$ cat src/rtl/acc_alu_pkg.sv
package acc_alu_pkg;

  localparam int DATA_W = 8;
  localparam int FLAG_W = 5;

  typedef enum logic [3:0] {
    OP_SUB, OP_SBB, OP_AND, OP_XOR, OP_OR, OP_CMP,
    OP_RLC, OP_RRC, OP_RAL, OP_RAR,
    OP_CMA, OP_STC, OP_CMC, OP_DAA, OP_BAD
  } alu_op_e;

  typedef enum logic [1:0] {
    SRC_NONE = 2'd0,
    SRC_REG  = 2'd1,
    SRC_MEM  = 2'd2,
    SRC_IMM  = 2'd3
  } src_kind_e;

  typedef struct packed {
    logic s;
    logic z;
    logic ac;
    logic p;
    logic cy;
  } flags_t;

  localparam logic [2:0] SSS_MEM = 3'b110;

  function automatic alu_op_e group_op(input logic [2:0] ooo);
    case (ooo)
      3'b010:  group_op = OP_SUB;
      3'b011:  group_op = OP_SBB;
      3'b100:  group_op = OP_AND;
      3'b101:  group_op = OP_XOR;
      3'b110:  group_op = OP_OR;
      3'b111:  group_op = OP_CMP;
      default: group_op = OP_BAD;
    endcase
  endfunction

endpackage

$ cat src/rtl/acc_decode.sv
module acc_decode
  import acc_alu_pkg::*;
#(
  parameter int CYC_W      = 4,
  parameter int REG_STATES = 4,
  parameter int MEM_STATES = 7
) (
  input  logic [7:0]       opcode,
  output alu_op_e          op,
  output src_kind_e        kind,
  output logic [2:0]       src_reg,
  output logic [CYC_W-1:0] cycles
);

  localparam logic [CYC_W-1:0] CYC_SHORT = CYC_W'(REG_STATES);
  localparam logic [CYC_W-1:0] CYC_LONG  = CYC_W'(MEM_STATES);

  logic [2:0] ooo;
  logic [2:0] sss;
  assign ooo = opcode[5:3];
  assign sss = opcode[2:0];

  always_comb begin
    op      = OP_BAD;
    kind    = SRC_NONE;
    src_reg = 3'b000;
    cycles  = '0;
    if (opcode[7:6] == 2'b10) begin
      op = group_op(ooo);
      if (op != OP_BAD) begin
        src_reg = sss;
        kind    = (sss == SSS_MEM) ? SRC_MEM : SRC_REG;
        cycles  = (sss == SSS_MEM) ? CYC_LONG : CYC_SHORT;
      end
    end else if (opcode[7:6] == 2'b11 && sss == SSS_MEM) begin
      op = group_op(ooo);
      if (op != OP_BAD) begin
        kind   = SRC_IMM;
        cycles = CYC_LONG;
      end
    end else if (opcode[7:6] == 2'b00 && sss == 3'b111) begin
      cycles = CYC_SHORT;
      case (ooo)
        3'b000:  op = OP_RLC;
        3'b001:  op = OP_RRC;
        3'b010:  op = OP_RAL;
        3'b011:  op = OP_RAR;
        3'b100:  op = OP_DAA;
        3'b101:  op = OP_CMA;
        3'b110:  op = OP_STC;
        default: op = OP_CMC;
      endcase
    end
  end

endmodule

$ cat src/rtl/acc_exec.sv
module acc_exec
  import acc_alu_pkg::*;
(
  input  alu_op_e           op,
  input  logic [DATA_W-1:0] a,
  input  logic [DATA_W-1:0] x,
  input  flags_t            f_in,
  output logic [DATA_W-1:0] res,
  output flags_t            f_out
);

  logic       bin;
  logic [8:0] diff;
  logic [4:0] ldiff;
  logic       lo_fix;
  logic       hi_fix;
  logic [4:0] lsum;
  logic [8:0] s1;
  logic [7:0] daa_val;

  assign bin   = (op == OP_SBB) ? f_in.cy : 1'b0;
  assign diff  = {1'b0, a} - {1'b0, x} - {8'd0, bin};
  assign ldiff = {1'b0, a[3:0]} - {1'b0, x[3:0]} - {4'd0, bin};

  assign lo_fix  = (a[3:0] > 4'd9) || f_in.ac;
  assign lsum    = {1'b0, a[3:0]} + (lo_fix ? 5'd6 : 5'd0);
  assign s1      = {1'b0, a} + (lo_fix ? 9'h006 : 9'h000);
  assign hi_fix  = (s1[7:4] > 4'd9) || f_in.cy || s1[8];
  assign daa_val = s1[7:0] + (hi_fix ? 8'h60 : 8'h00);

  function automatic flags_t szp(input logic [7:0] v, input logic ac, input logic cy);
    flags_t t;
    t.s  = v[7];
    t.z  = (v == 8'h00);
    t.ac = ac;
    t.p  = ~^v;
    t.cy = cy;
    return t;
  endfunction

  always_comb begin
    res   = a;
    f_out = f_in;
    case (op)
      OP_SUB, OP_SBB: begin
        res   = diff[7:0];
        f_out = szp(diff[7:0], ldiff[4], diff[8]);
      end
      OP_CMP: f_out = szp(diff[7:0], ldiff[4], diff[8]);
      OP_AND: begin res = a & x; f_out = szp(a & x, 1'b0, 1'b0); end
      OP_XOR: begin res = a ^ x; f_out = szp(a ^ x, 1'b0, 1'b0); end
      OP_OR:  begin res = a | x; f_out = szp(a | x, 1'b0, 1'b0); end
      OP_RLC: begin res = {a[6:0], a[7]};    f_out.cy = a[7]; end
      OP_RRC: begin res = {a[0], a[7:1]};    f_out.cy = a[0]; end
      OP_RAL: begin res = {a[6:0], f_in.cy}; f_out.cy = a[7]; end
      OP_RAR: begin res = {f_in.cy, a[7:1]}; f_out.cy = a[0]; end
      OP_CMA: res = ~a;
      OP_STC: f_out.cy = 1'b1;
      OP_CMC: f_out.cy = ~f_in.cy;
      OP_DAA: begin
        res   = daa_val;
        f_out = szp(daa_val, lsum[4], hi_fix);
      end
      default: ;
    endcase
  end

endmodule

$ cat src/rtl/acc_alu.sv
module acc_alu
  import acc_alu_pkg::*;
#(
  parameter int CYC_W      = 4,
  parameter int REG_STATES = 4,
  parameter int MEM_STATES = 7
) (
  input  logic             clk,
  input  logic             rst_n,
  input  logic             in_valid,
  output logic             in_ready,
  input  logic [7:0]       in_opcode,
  input  logic [7:0]       in_acc,
  input  logic [7:0]       in_operand,
  input  logic [4:0]       in_flags,
  output logic             out_valid,
  input  logic             out_ready,
  output logic             out_ok,
  output logic [7:0]       out_acc,
  output logic [4:0]       out_flags,
  output logic [1:0]       out_src_kind,
  output logic [2:0]       out_src_reg,
  output logic [CYC_W-1:0] out_cycles
);

  alu_op_e          d_op;
  src_kind_e        d_kind;
  logic [2:0]       d_reg;
  logic [CYC_W-1:0] d_cyc;
  logic [7:0]       e_res;
  flags_t           e_flags;

  acc_decode #(
    .CYC_W(CYC_W), .REG_STATES(REG_STATES), .MEM_STATES(MEM_STATES)
  ) u_dec (
    .opcode (in_opcode),
    .op     (d_op),
    .kind   (d_kind),
    .src_reg(d_reg),
    .cycles (d_cyc)
  );

  acc_exec u_exe (
    .op   (d_op),
    .a    (in_acc),
    .x    (in_operand),
    .f_in (flags_t'(in_flags)),
    .res  (e_res),
    .f_out(e_flags)
  );

  assign in_ready = !out_valid || out_ready;

  always_ff @(posedge clk) begin
    if (!rst_n) begin
      out_valid    <= 1'b0;
      out_ok       <= 1'b0;
      out_acc      <= '0;
      out_flags    <= '0;
      out_src_kind <= '0;
      out_src_reg  <= '0;
      out_cycles   <= '0;
    end else if (in_valid && in_ready) begin
      out_valid    <= 1'b1;
      out_ok       <= (d_op != OP_BAD);
      out_acc      <= e_res;
      out_flags    <= e_flags;
      out_src_kind <= d_kind;
      out_src_reg  <= d_reg;
      out_cycles   <= d_cyc;
    end else if (out_ready) begin
      out_valid <= 1'b0;
    end
  end

endmodule

$ cat config.mk
export PLATFORM = sky130hd
export DESIGN_NAME = acc_alu
export DESIGN_NICKNAME = d
export VERILOG_FILES = /design/src/rtl/acc_alu_pkg.sv /design/src/rtl/acc_decode.sv /design/src/rtl/acc_exec.sv /design/src/rtl/acc_alu.sv
export SDC_FILE = /design/constraint.sdc
export NUM_CORES = 1
export LEC_CHECK = 0
export BUFFER_PORTS_ARGS = -buffer_cell sky130_fd_sc_hd__buf_4
export CORE_MARGIN = 8
export CORE_UTILIZATION = 50
export CTS_CLUSTER_DIAMETER = 100
export CTS_CLUSTER_SIZE = 12
export DETAILED_ROUTE_END_ITERATION = 10
export GPL_ROUTABILITY_DRIVEN = 0
export PLACE_DENSITY = 0.79
export SYNTH_ARGS = -nofsm -noshare
export SYNTH_HDL_FRONTEND = slang
export SYNTH_SLANG_ARGS = --single-unit
export TNS_END_PERCENT = 1
$ cat constraint.sdc
create_clock -name clk -period 9.2 [get_ports clk]
set_input_delay 1.84 -clock clk [delete_from_list [all_inputs] [get_ports clk]]
set_output_delay 1.84 -clock clk [all_outputs]
set_load 0.01 [all_outputs]
### Word-level counts from Yosys, hierarchy flattened

Index checks and enable logic that the tools add are counted.

| storage, ports and cells | value |
|---|---|
| bits in registers | 24 |
| input port bits | 33 |

| operators by class | value |
|---|---|
| $add $sub $neg | 7 |
| order comparisons | 2 |
| eq/ne operators | 27 |
| mux-type cells | 30 |
| bitwise gates (word level) | 5 |
| reduce and logical (&&, ||, !) cells | 27 |

Operators with widths:

| operator | count |
|---|---|
| $pmux W8 S10 | 1 |
| $logic_not A8 Y1 | 5 |
| $reduce_xnor A8 Y1 | 5 |
| $mux W4 | 9 |
| $pmux W4 S7 | 1 |
| $eq A4 B4 Y1 const B | 6 |
| $pmux W4 S6 | 1 |
| $pmux W4 S5 | 1 |
| $eq A3 B3 Y1 const B | 6 |
| $mux W3 | 6 |
| $eq A4 B3 Y1 const B | 4 |
| $mux W2 | 6 |
| $ne A4 B4 Y1 const B | 3 |
| $add A8 B9 Y9 | 1 |
| $sub A8 B8 Y9 | 1 |
| $sub A9 B1 Y9 | 1 |
| $add A8 B8 Y8 | 1 |
| $and A8 B8 Y8 | 1 |
| $eq A4 B2 Y1 const B | 2 |
| $gt A4 B4 Y1 const B | 2 |
| $not A8 Y8 | 1 |
| $or A8 B8 Y8 | 1 |
| $xor A8 B8 Y8 | 1 |
| $mux W7 | 1 |
| 19 further kinds | 31 |

### Logic depth before layout (Yosys ltp)

Gate-level depths: netlist of run 1.

| logic depth | value |
|---|---|
| depth in word-level cells | 11 |
| depth in mapped cells | 22 |

### Cells and area by module

A second synthesis of run 1 with hierarchy kept.

| second synthesis, totals | value |
|---|---|
| cells, all modules | 505 |
| area, all modules | 3787.4 sq um |

By module, submodules not included:

| module | times used | cells each | area an instance (sq um) |
|---|---|---|---|
| acc_exec | 1 | 361 | 2625.0 |
| acc_alu | 1 | 109 | 945.9 |
| acc_decode | 1 | 35 | 216.5 |

### Least setup slack after synthesis of run 1

No wires, ideal clock.

| timing path | value |
|---|---|
| path type | input-to-reg |
| start point | in in_acc[3] |
| end point | reg out_flags[1] |
| setup time | 124 ps |
| arrival time | 5374 ps |
| data required time | 9076 ps |
| slack | 3702 ps |
| cell stages on the path | 19 |
| path buffers | 1 |
| cells stage by stage | buf_6 > o21ai_0 > nand2b_1 > ha_1 > fa_1 > a311oi_1 > a31oi_1 > o21a_1 > a311oi_2 > inv_1 > ha_1 > inv_1 > fa_1 > ha_1 > xor2_1 > xnor2_1 > o32ai_1 > nor4_1 > o22ai_1 |

| between the ends | value |
|---|---|
| word-level cells in the longest chain between the ends | 11 |
| elaborated cells between the ends (all ways) | 20 |
| those cells by class | add/sub: 4; order compare: 2; mux: 3; bitwise: 3; reduce/logical: 8 |

RTL lines:

| item | line | text |
|---|---|---|
| start, declared | acc_alu.sv:13 | `input logic [7:0] in_acc,` |
| $gt A4 B4 Y1 | acc_exec.sv:25 | `assign lo_fix = (a[3:0] > 4'd9) \|\| f_in.ac;` |
| $logic_or A1 B1 Y1 | acc_exec.sv:25 |  |
| $mux W3 | acc_exec.sv:27 | `assign s1 = {1'b0, a} + (lo_fix ? 9'h006 : 9'h000);` |
| $add A8 B9 Y9 | acc_exec.sv:27 |  |
| $gt A4 B4 Y1 | acc_exec.sv:28 | `assign hi_fix = (s1[7:4] > 4'd9) \|\| f_in.cy \|\| s1[8];` |
| $logic_or A1 B1 Y1 (2 in a row) | acc_exec.sv:28 |  |
| $mux W7 | acc_exec.sv:29 | `assign daa_val = s1[7:0] + (hi_fix ? 8'h60 : 8'h00);` |
| $add A8 B8 Y8 | acc_exec.sv:29 |  |
| $reduce_xnor A8 Y1 | acc_exec.sv:36 | `t.p = ~^v;` |
| $pmux W4 S5 (*) | acc_exec.sv:44 | `case (op)` |
| end signal, assigned | acc_alu.sv:67 | `out_flags <= e_flags;` |
| end, declared | acc_alu.sv:20 | `output logic [4:0] out_flags,` |

Every way passes the cells marked *; elsewhere a longest branch is shown, timed or not.
A chain may end at the register's enable or synchronous reset.

### Worst setup path in the final report of run 1

| timing path | value |
|---|---|
| start point | in in_acc[2] |
| end point | reg out_flags[1] |

Same word-level chain as after synthesis.

==> impl_metrics.csv, run 1 <==
group,metric,value,unit
sta,clock-skew-final,4.31,ps
synthesis,count_of_flip_flops_with_a_built_in_enable_after_synthesis,0,
synthesis,sequential_fraction_of_the_synthesis_area,12.5,%
power_and_ir_drop,net_sw_power,0.175,mW
route,met2RoutedLength,4.76,mm
floorplan,dieWidth,98.0,µm
setup_path,critical_path.startpoint_type,"input pin",
clock_tree,clock_tree.root_cell,"sky130_fd_sc_hd__clkbuf_8",
clock_tree,post_cts_buffers,0,
setup_path,capturing_element_type_of_the_critical_path,"flip-flop",
power_and_ir_drop,power.density,110,nW/µm²
setup_path,critPathMostFrequentCell,"sky130_fd_sc_hd__ha_1",
power_and_ir_drop,power.combinational.fraction,61.9,%
synthesis,post-synth-top-area-fraction,19.3,%
route,drt_first_iter_violations,299,
route,detailedRoute.firstPassIterationCount,5,
layout,final_cell_area,3800,µm²
setup_path,crit_path_cell_trace,"buf_4, o21ai_0, nand2b_1, ha_1, fa_1, a311oi_1, a31oi_1, o21a_1, a311oi_2, inv_1, ha_1, inv_1, fa_1, ha_1, xor2_1, xnor2_1, o32ai_1, nor4_1, o22ai_1",
global_route,global_route_wire_length_before_repair,16.9,mm
synthesis,synth-seq-cells,21,
route,detailroute.via_count,3469,
sta,timing_max_transition_violations_final,0,
layout,finalNetCount,559,
place,hpwl,8.53,mm
route,route.top_layer_used,"met4",
setup_path,critical_path.max_stage_delay,470,ps
global_route,number_of_global_route_vias_before_repair,3490,
layout,area.growth.synth_to_final,13.0,%
sta,timing.final.setup_violations,0,
status,status,"finished clean",
sta,timing.setup.tns,0,ps
floorplan,floorplan.die.height,98.0,µm
synthesis,synth_largest_area_cell,"sky130_fd_sc_hd__ha_1",
global_route,remaining_global_route_overflow,0,
synthesis,yosys_warnings,0,
clock_tree,cts_buffers,3,
place,dpl_cell_area,3760,µm²
hold_path,hp-class,"flip-flop to flip-flop",
layout,drive_gt1_share,17.5,%
setup_path,worstPathMaxFanout,8,
route,detail-route-antenna-nets,0,
floorplan,core.rowCount,30,
power_and_ir_drop,power.sequential.fraction,24.2,%
synthesis,netlist-cell-type-count,71,
synthesis,synth.area.top_cells,"sky130_fd_sc_hd__ha_1 19%, sky130_fd_sc_hd__dfxtp_1 12%, sky130_fd_sc_hd__xnor2_1 6.5%",
power_and_ir_drop,proportion_of_total_power_due_to_net_switching,41.9,%
sta,achievable-frequency,0.174,GHz
synthesis,synthesis.instances,433,
clock_tree,clock_tree.htree_level_count,1,
layout,largest_register_ffs,8,
setup_path,critPathKind,"input pin to flip-flop",
clock_tree,max-clock-path-buffers,2,
clock_tree,clock_latency,260,ps
route,routed_wl_per_cell,19.2,µm
clock_tree,cts_repair_resize_count,0,
place,port_buffers,56,
power_and_ir_drop,internal_cell_power,0.243,mW
job,max_cap_viol_count,0,
synthesis,synthesized_area_divided_by_synthesized_cell_count,7.77,µm²
clock_tree,cts.hold.buffers_added,0,
floorplan,core-area,6640,µm²
global_route,grt_start_max_net_pins,48,
sta,finalCritPeriodShare,62.4,%
setup_path,worst-endpoint-arrival,5880,ps
floorplan,initial_util,50.6,%
route,route.detailed.drc,0,
route,wl_met3,990,µm
setup_path,cp_required,9340,ps
synthesis,postSynth.asyncResetShare,0,%
synthesis,syn_area,3360,µm²
global_route,global_route.usage.total,21.3,%
layout,antennaDiodeCount,0,
sta,setup_repair_after_global_routing_missed_its_margin,"no",
layout,fill_cells,626,
power_and_ir_drop,p_clk_share,14.0,%
floorplan,design.die.area,9610,µm²
power_and_ir_drop,vdd_drop_max,0.0000613,V
sta,finalWorstPathRequiredPeriod,5740,ps
sta,worstMarginPinSlew,734,ps
sta,timing_hold_violations_final,0,
clock_tree,cts.reportedPaths.clkPinSlew,70,ps
clock_tree,clock_sink_count,21,
clock_tree,cts_tree,"yes",
setup_path,timing.critical_path.slowest_stage_cell,"sky130_fd_sc_hd__fa_1",
route,routed_via_density,6.32,
floorplan,number_of_placed_i_o_pins,58,
sta,timing.max_slew.rel_slack,50.9,%
synthesis,dominantRegCellSynth,"sky130_fd_sc_hd__dfxtp_1",
route,postRouteWirelength,10.5,mm
global_route,antenna_found_initial,0,
synthesis,syn-num-nets,522,
route,m1WireLength,4.11,mm
power_and_ir_drop,power.leakage,1.73,nW
-- metrics by stage --
step	util [%]	total power [mW]	instances	hold slack (ps)	worst slack, ps
6_report	57.2	0.418	549	455	3460
5_1_grt	57.2	0.446	549	484	3050
4_1_cts	57.2	0.416	549	457	3450
3_5_place_dp	56.5	0.357	545	446	3180
3_3_place_gp	56.5	0.349	545	431	3350
2_1_floorplan	-	0.286	433	463	3700
-- metal layers --
metal  track usage [%]  vias up
li1                  -     1612
met1              24.3     1585
met2              35.4      214
met3              4.62       58
met4              13.4        0
met5                 0        -
-- final cells by class --
| class | count | area (µm²) | area share [%] |
|---|---|---|---|
| clock buffer | 3 | 41.3 | 1.09 |
| clock inverter | 1 | 5.00 | 0.132 |
| inverter | 49 | 184 | 4.84 |
| multi-input combinational | 339 | 2630 | 69.2 |
| sequential | 21 | 420 | 11.1 |
| tap | 80 | 100 | 2.63 |
| timing repair buffer | 56 | 420 | 11.1 |
-- synthesized netlist by cell type, drive strengths merged (4+ instances only) --
| master | instances |
|---|---|
| a31oi | 6 |
| o21ai | 33 |
| clkbuf | 9 |
| nor2b | 5 |
| a21o | 5 |
| o22ai | 8 |
| nand2 | 26 |
| fa | 4 |
| xor2 | 8 |
| nor2 | 35 |
| dfxtp | 21 |
| nor3 | 10 |
| nand4 | 9 |
| a21oi | 15 |
| a21boi | 6 |
| nand3 | 8 |
| inv | 49 |
| and3 | 4 |
| nor4 | 5 |
| mux2i | 11 |
| ha | 52 |
| nand2b | 6 |
| xnor2 | 26 |
| a211oi | 7 |
| buf | 15 |
-- critical path, delay by kind of cell --
kind / cells / cell delay [ps]
adders and majority gates: 5 / 1640
xor gates and xnor gates: 2 / 330
buffers and inverters: 3 / 300
AOI/OAI and AO/OA: 7 / 1370
and+or+nand+nor: 2 / 390
-- power by group through the flow --
stage          sequential (mW)  clock (mW)  combinational, mW
2_1_floorplan            0.106           0              0.180
3_3_place_gp             0.103           0              0.246
3_5_place_dp             0.103           0              0.254
4_1_cts                  0.101      0.0597              0.255
5_1_grt                  0.102      0.0638              0.280
6_report                 0.101      0.0583              0.259
-- cells by family (layout without fill, tap and decap cells) --
| group | after synthesis | after routing | synth area share [%] |
|---|---|---|---|
| other | 1 | 1 | 0.111 |
| and+or+nand+nor | 118 | 118 | 18.2 |
| buffers and inverters | 73 | 109 | 9.30 |
| xor gates and xnor gates | 34 | 34 | 9.07 |
| AOI/OAI and AO/OA | 117 | 117 | 25.1 |
| adders and majority gates | 56 | 56 | 21.7 |
| DFF | 21 | 21 | 12.5 |
| muxes | 13 | 13 | 4.05 |
-- cells in the final DEF (no fill, tap or decap), types with 6 or more instances in the layout --
master	n
sky130_fd_sc_hd__nand2b_1	6
sky130_fd_sc_hd__xor2_1	8
sky130_fd_sc_hd__dfxtp_1	21
sky130_fd_sc_hd__a21oi_1	14
sky130_fd_sc_hd__nor2_1	33
sky130_fd_sc_hd__o21ai_1	6
sky130_fd_sc_hd__a31oi_1	6
sky130_fd_sc_hd__nor3_1	10
sky130_fd_sc_hd__inv_1	48
sky130_fd_sc_hd__o21ai_0	24
sky130_fd_sc_hd__ha_1	52
sky130_fd_sc_hd__buf_4	56
sky130_fd_sc_hd__o22ai_1	8
sky130_fd_sc_hd__a211oi_1	6
sky130_fd_sc_hd__nand4_1	8
sky130_fd_sc_hd__xnor2_1	25
sky130_fd_sc_hd__mux2i_1	11
sky130_fd_sc_hd__nand2_1	26
sky130_fd_sc_hd__nand3_1	7
-- final timing paths --
path | slack [ps] | start | endpoint | cells past startpoint
worst min-delay path | 460 | out_acc[6] | out_acc[6] | 2
worst max-delay path | 3460 | in_acc[2] | out_flags[1] | 19
worst max register to register | 7470 | out_valid | out_acc[0] | 7
worst min register to register | 460 | out_acc[6] | out_acc[6] | 2
Note: power is estimated with default switching activity, not from simulation.
==> run 2, diff against run 1 <==
--- a/config.mk
+++ b/config.mk
@@ -12,7 +12,7 @@
 export CTS_CLUSTER_SIZE = 12
 export DETAILED_ROUTE_END_ITERATION = 10
 export GPL_ROUTABILITY_DRIVEN = 0
-export PLACE_DENSITY = 0.79
+export PLACE_DENSITY = 0.82
 export SYNTH_ARGS = -nofsm -noshare
 export SYNTH_HDL_FRONTEND = slang
 export SYNTH_SLANG_ARGS = --single-unit
==> constraint.sdc (replaced) <==
create_clock -name clk -period 4.7 [get_ports clk]
set_input_delay 0.94 -clock clk [delete_from_list [all_inputs] [get_ports clk]]
set_output_delay 0.94 -clock clk [all_outputs]
set_load 0.01 [all_outputs]
==> run 2 against run 1 <==
- clock power rose by 99%
- combinational power up 110%
- global-route usage grew 0.25 points
- utilization increased by 2.4 points
- register-to-register slack got worse by 4500 ps
- sequential power is 96% higher
- flip-flop and latch count unchanged
- clock skew is 3.2 ps lower
- setup slack worse by 3200 ps
- critical endpoint unchanged
==> impl_metrics.csv, run 2 (synthesis results as in run 1) <==
group,metric,value,unit
setup_path,timing.rr.start,"out_valid",
setup_path,reg2reg_setup_slack,2970,ps
clock_tree,clock_tree.root_cell,"sky130_fd_sc_hd__clkbuf_8",
route,routed_via_density,6.29,
route,drt_first_iter_violations,722,
clock_tree,clock_tree.htree_level_count,1,
route,postRouteWirelength,10.7,mm
clock_tree,cts.reportedPaths.clkPinSlew,70,ps
route,detail-route-antenna-nets,0,
clock_tree,clock_latency,250,ps
global_route,global_route_wire_length_before_repair,17.2,mm
clock_tree,clock_sink_count,21,
setup_path,timing.critical_path.slowest_stage_cell,"sky130_fd_sc_hd__fa_2",
floorplan,core-area,6640,µm²
sta,worstMarginPinSlew,698,ps
global_route,remaining_global_route_overflow,0,
power_and_ir_drop,report.power.total,0.846,mW
floorplan,core.rowCount,30,
floorplan,floorplan.die.height,98.0,µm
power_and_ir_drop,proportion_of_total_power_due_to_net_switching,41.7,%
layout,final_cell_area,3970,µm²
sta,timing_max_transition_violations_final,0,
setup_path,worst-endpoint-arrival,4580,ps
layout,drive_gt1_share,21.3,%
floorplan,initial_util,50.6,%
floorplan,number_of_placed_i_o_pins,58,
place,port_buffers,56,
sta,setup_repair_after_global_routing_missed_its_margin,"no",
clock_tree,cts.hold.buffers_added,0,
setup_path,critPathKind,"input pin to flip-flop",
layout,finalNetCount,574,
layout,most-common-layout-cells,"71 x sky130_fd_sc_hd__buf_4, 51 x sky130_fd_sc_hd__ha_1, 48 x sky130_fd_sc_hd__inv_1",
route,routed_wl_per_cell,18.9,µm
setup_path,critical_path.startpoint_type,"input pin",
setup_path,crit_path_cell_trace,"buf_4, o21ai_0, nand2b_1, ha_2, fa_2, and3_4, a31oi_4, o21a_1, a311oi_2, inv_1, ha_1, inv_1, fa_1, xnor2_2, xnor2_2, ha_1, xor2_1, xnor2_1, o32ai_1, nor4_1, o22ai_1",
sta,timing.final.setup_violations,0,
layout,end_of_flow_core_utilization,59.7,%
job,max_cap_viol_count,0,
layout,antennaDiodeCount,0,
floorplan,dieWidth,98.0,µm
setup_path,r2r_end,"out_acc[0]",
power_and_ir_drop,vdd_drop_max,0.000138,V
power_and_ir_drop,internal_cell_power,0.493,mW
layout,area.growth.synth_to_final,17.9,%
layout,largest_register_ffs,8,
setup_path,worstPathMaxFanout,4,
global_route,grt_start_max_net_pins,47,
power_and_ir_drop,power.combinational.fraction,63.0,%
clock_tree,cts_tree,"yes",
route,detailroute.via_count,3546,
clock_tree,cts_repair_resize_count,0,
clock_tree,post_cts_buffers,0,
setup_path,critical_path.endpoint,"out_flags[1]",
layout,mostFrequentLayoutCell,"sky130_fd_sc_hd__buf_4",
power_and_ir_drop,power.leakage,1.81,nW
setup_path,cp_required,4840,ps
route,detailedRoute.firstPassIterationCount,6,
setup_path,capturing_element_type_of_the_critical_path,"flip-flop",
sta,clock-skew-final,1.08,ps
sta,timing.max_slew.rel_slack,53.1,%
sta,finalCritPeriodShare,94.5,%
route,route.detailed.drc,0,
clock_tree,max-clock-path-buffers,2,
floorplan,design.die.area,9610,µm²
sta,finalWorstPathRequiredPeriod,4440,ps
setup_path,timing.critical_path.from,"in_acc[2]",
clock_tree,cts_buffers,3,
place,dpl_cell_area,3870,µm²
sta,timing.setup.tns,0,ps
global_route,global_route.usage.total,21.6,%
power_and_ir_drop,p_clk_share,13.7,%
global_route,antenna_found_initial,0,
hold_path,hp-class,"flip-flop to flip-flop",
setup_path,worst_r2r_path_depth,7,
power_and_ir_drop,power.density,213,nW/µm²
sta,timing_hold_violations_final,0,
setup_path,critical_path.max_stage_delay,410,ps
global_route,number_of_global_route_vias_before_repair,3463,
place,place.detailed.instances,560,
status,status,"finished clean",
power_and_ir_drop,net_sw_power,0.353,mW
layout,fin_cells,564,
sta,achievable-frequency,0.225,GHz
place,hpwl,8.52,mm
power_and_ir_drop,power.sequential.fraction,23.4,%
-- run 2: worst min-delay path by stage --
stage / startpoint / end / slack, ps / cells past startpoint
after floorplan: out_acc[6] / out_acc[6] / 460 / 2
after global placement: out_acc[6] / out_acc[6] / 440 / 2
after detailed placement: out_acc[6] / out_acc[6] / 440 / 2
after CTS: out_acc[6] / out_acc[6] / 450 / 2
after global routing: out_acc[6] / out_acc[6] / 470 / 2
final: out_acc[6] / out_acc[6] / 440 / 2
-- run 2: power by group through the flow --
stage                     Combinational (mW)  Clock [mW]  Sequential [mW]
after floorplan                        0.353           0            0.207
after global placement                 0.499           0            0.201
after detailed placement               0.514           0            0.202
after CTS                              0.517       0.115            0.198
after global routing                   0.578       0.125            0.199
final                                  0.533       0.116            0.198
-- run 2: cell type report --
| class | count | area (µm²) |
|---|---|---|
| clock buffers | 3 | 41.3 |
| fillers | 626 | 2680 |
| inverters | 49 | 184 |
| flip-flops and latches | 21 | 420 |
| clock inverters | 1 | 5.00 |
| repair buffers | 71 | 533 |
| multi-input cells | 339 | 2680 |
| well taps | 80 | 100 |
-- run 2: worst max-delay path: cells and delay by family --
kind / cells / cell delay (ps)
AO/OA/AOI/OAI: 6 / 760
XOR/XNOR: 4 / 720
adder cells (fa/ha/maj): 5 / 1410
buffers and inverters: 3 / 250
AND/OR/NAND/NOR: 3 / 510
-- run 2: metrics by stage --
stage,setup WS (ps),hold slack (ps)
6_report,259,443
5_1_grt,4.48,474
4_1_cts,81.5,445
3_5_place_dp,-189,436
3_3_place_gp,-42.3,435
2_1_floorplan,102,463
-- run 2: routing by layer --
metal / up-vias / part of all wire (%) / global-route usage (%)
li1: 1640 / - / -
met1: 1627 / 40 / 26.7
met2: 229 / 47 / 36.7
met3: 50 / 9.0 / 3.41
met4: 0 / 4.3 / 7.67
met5: - / 0 / 0
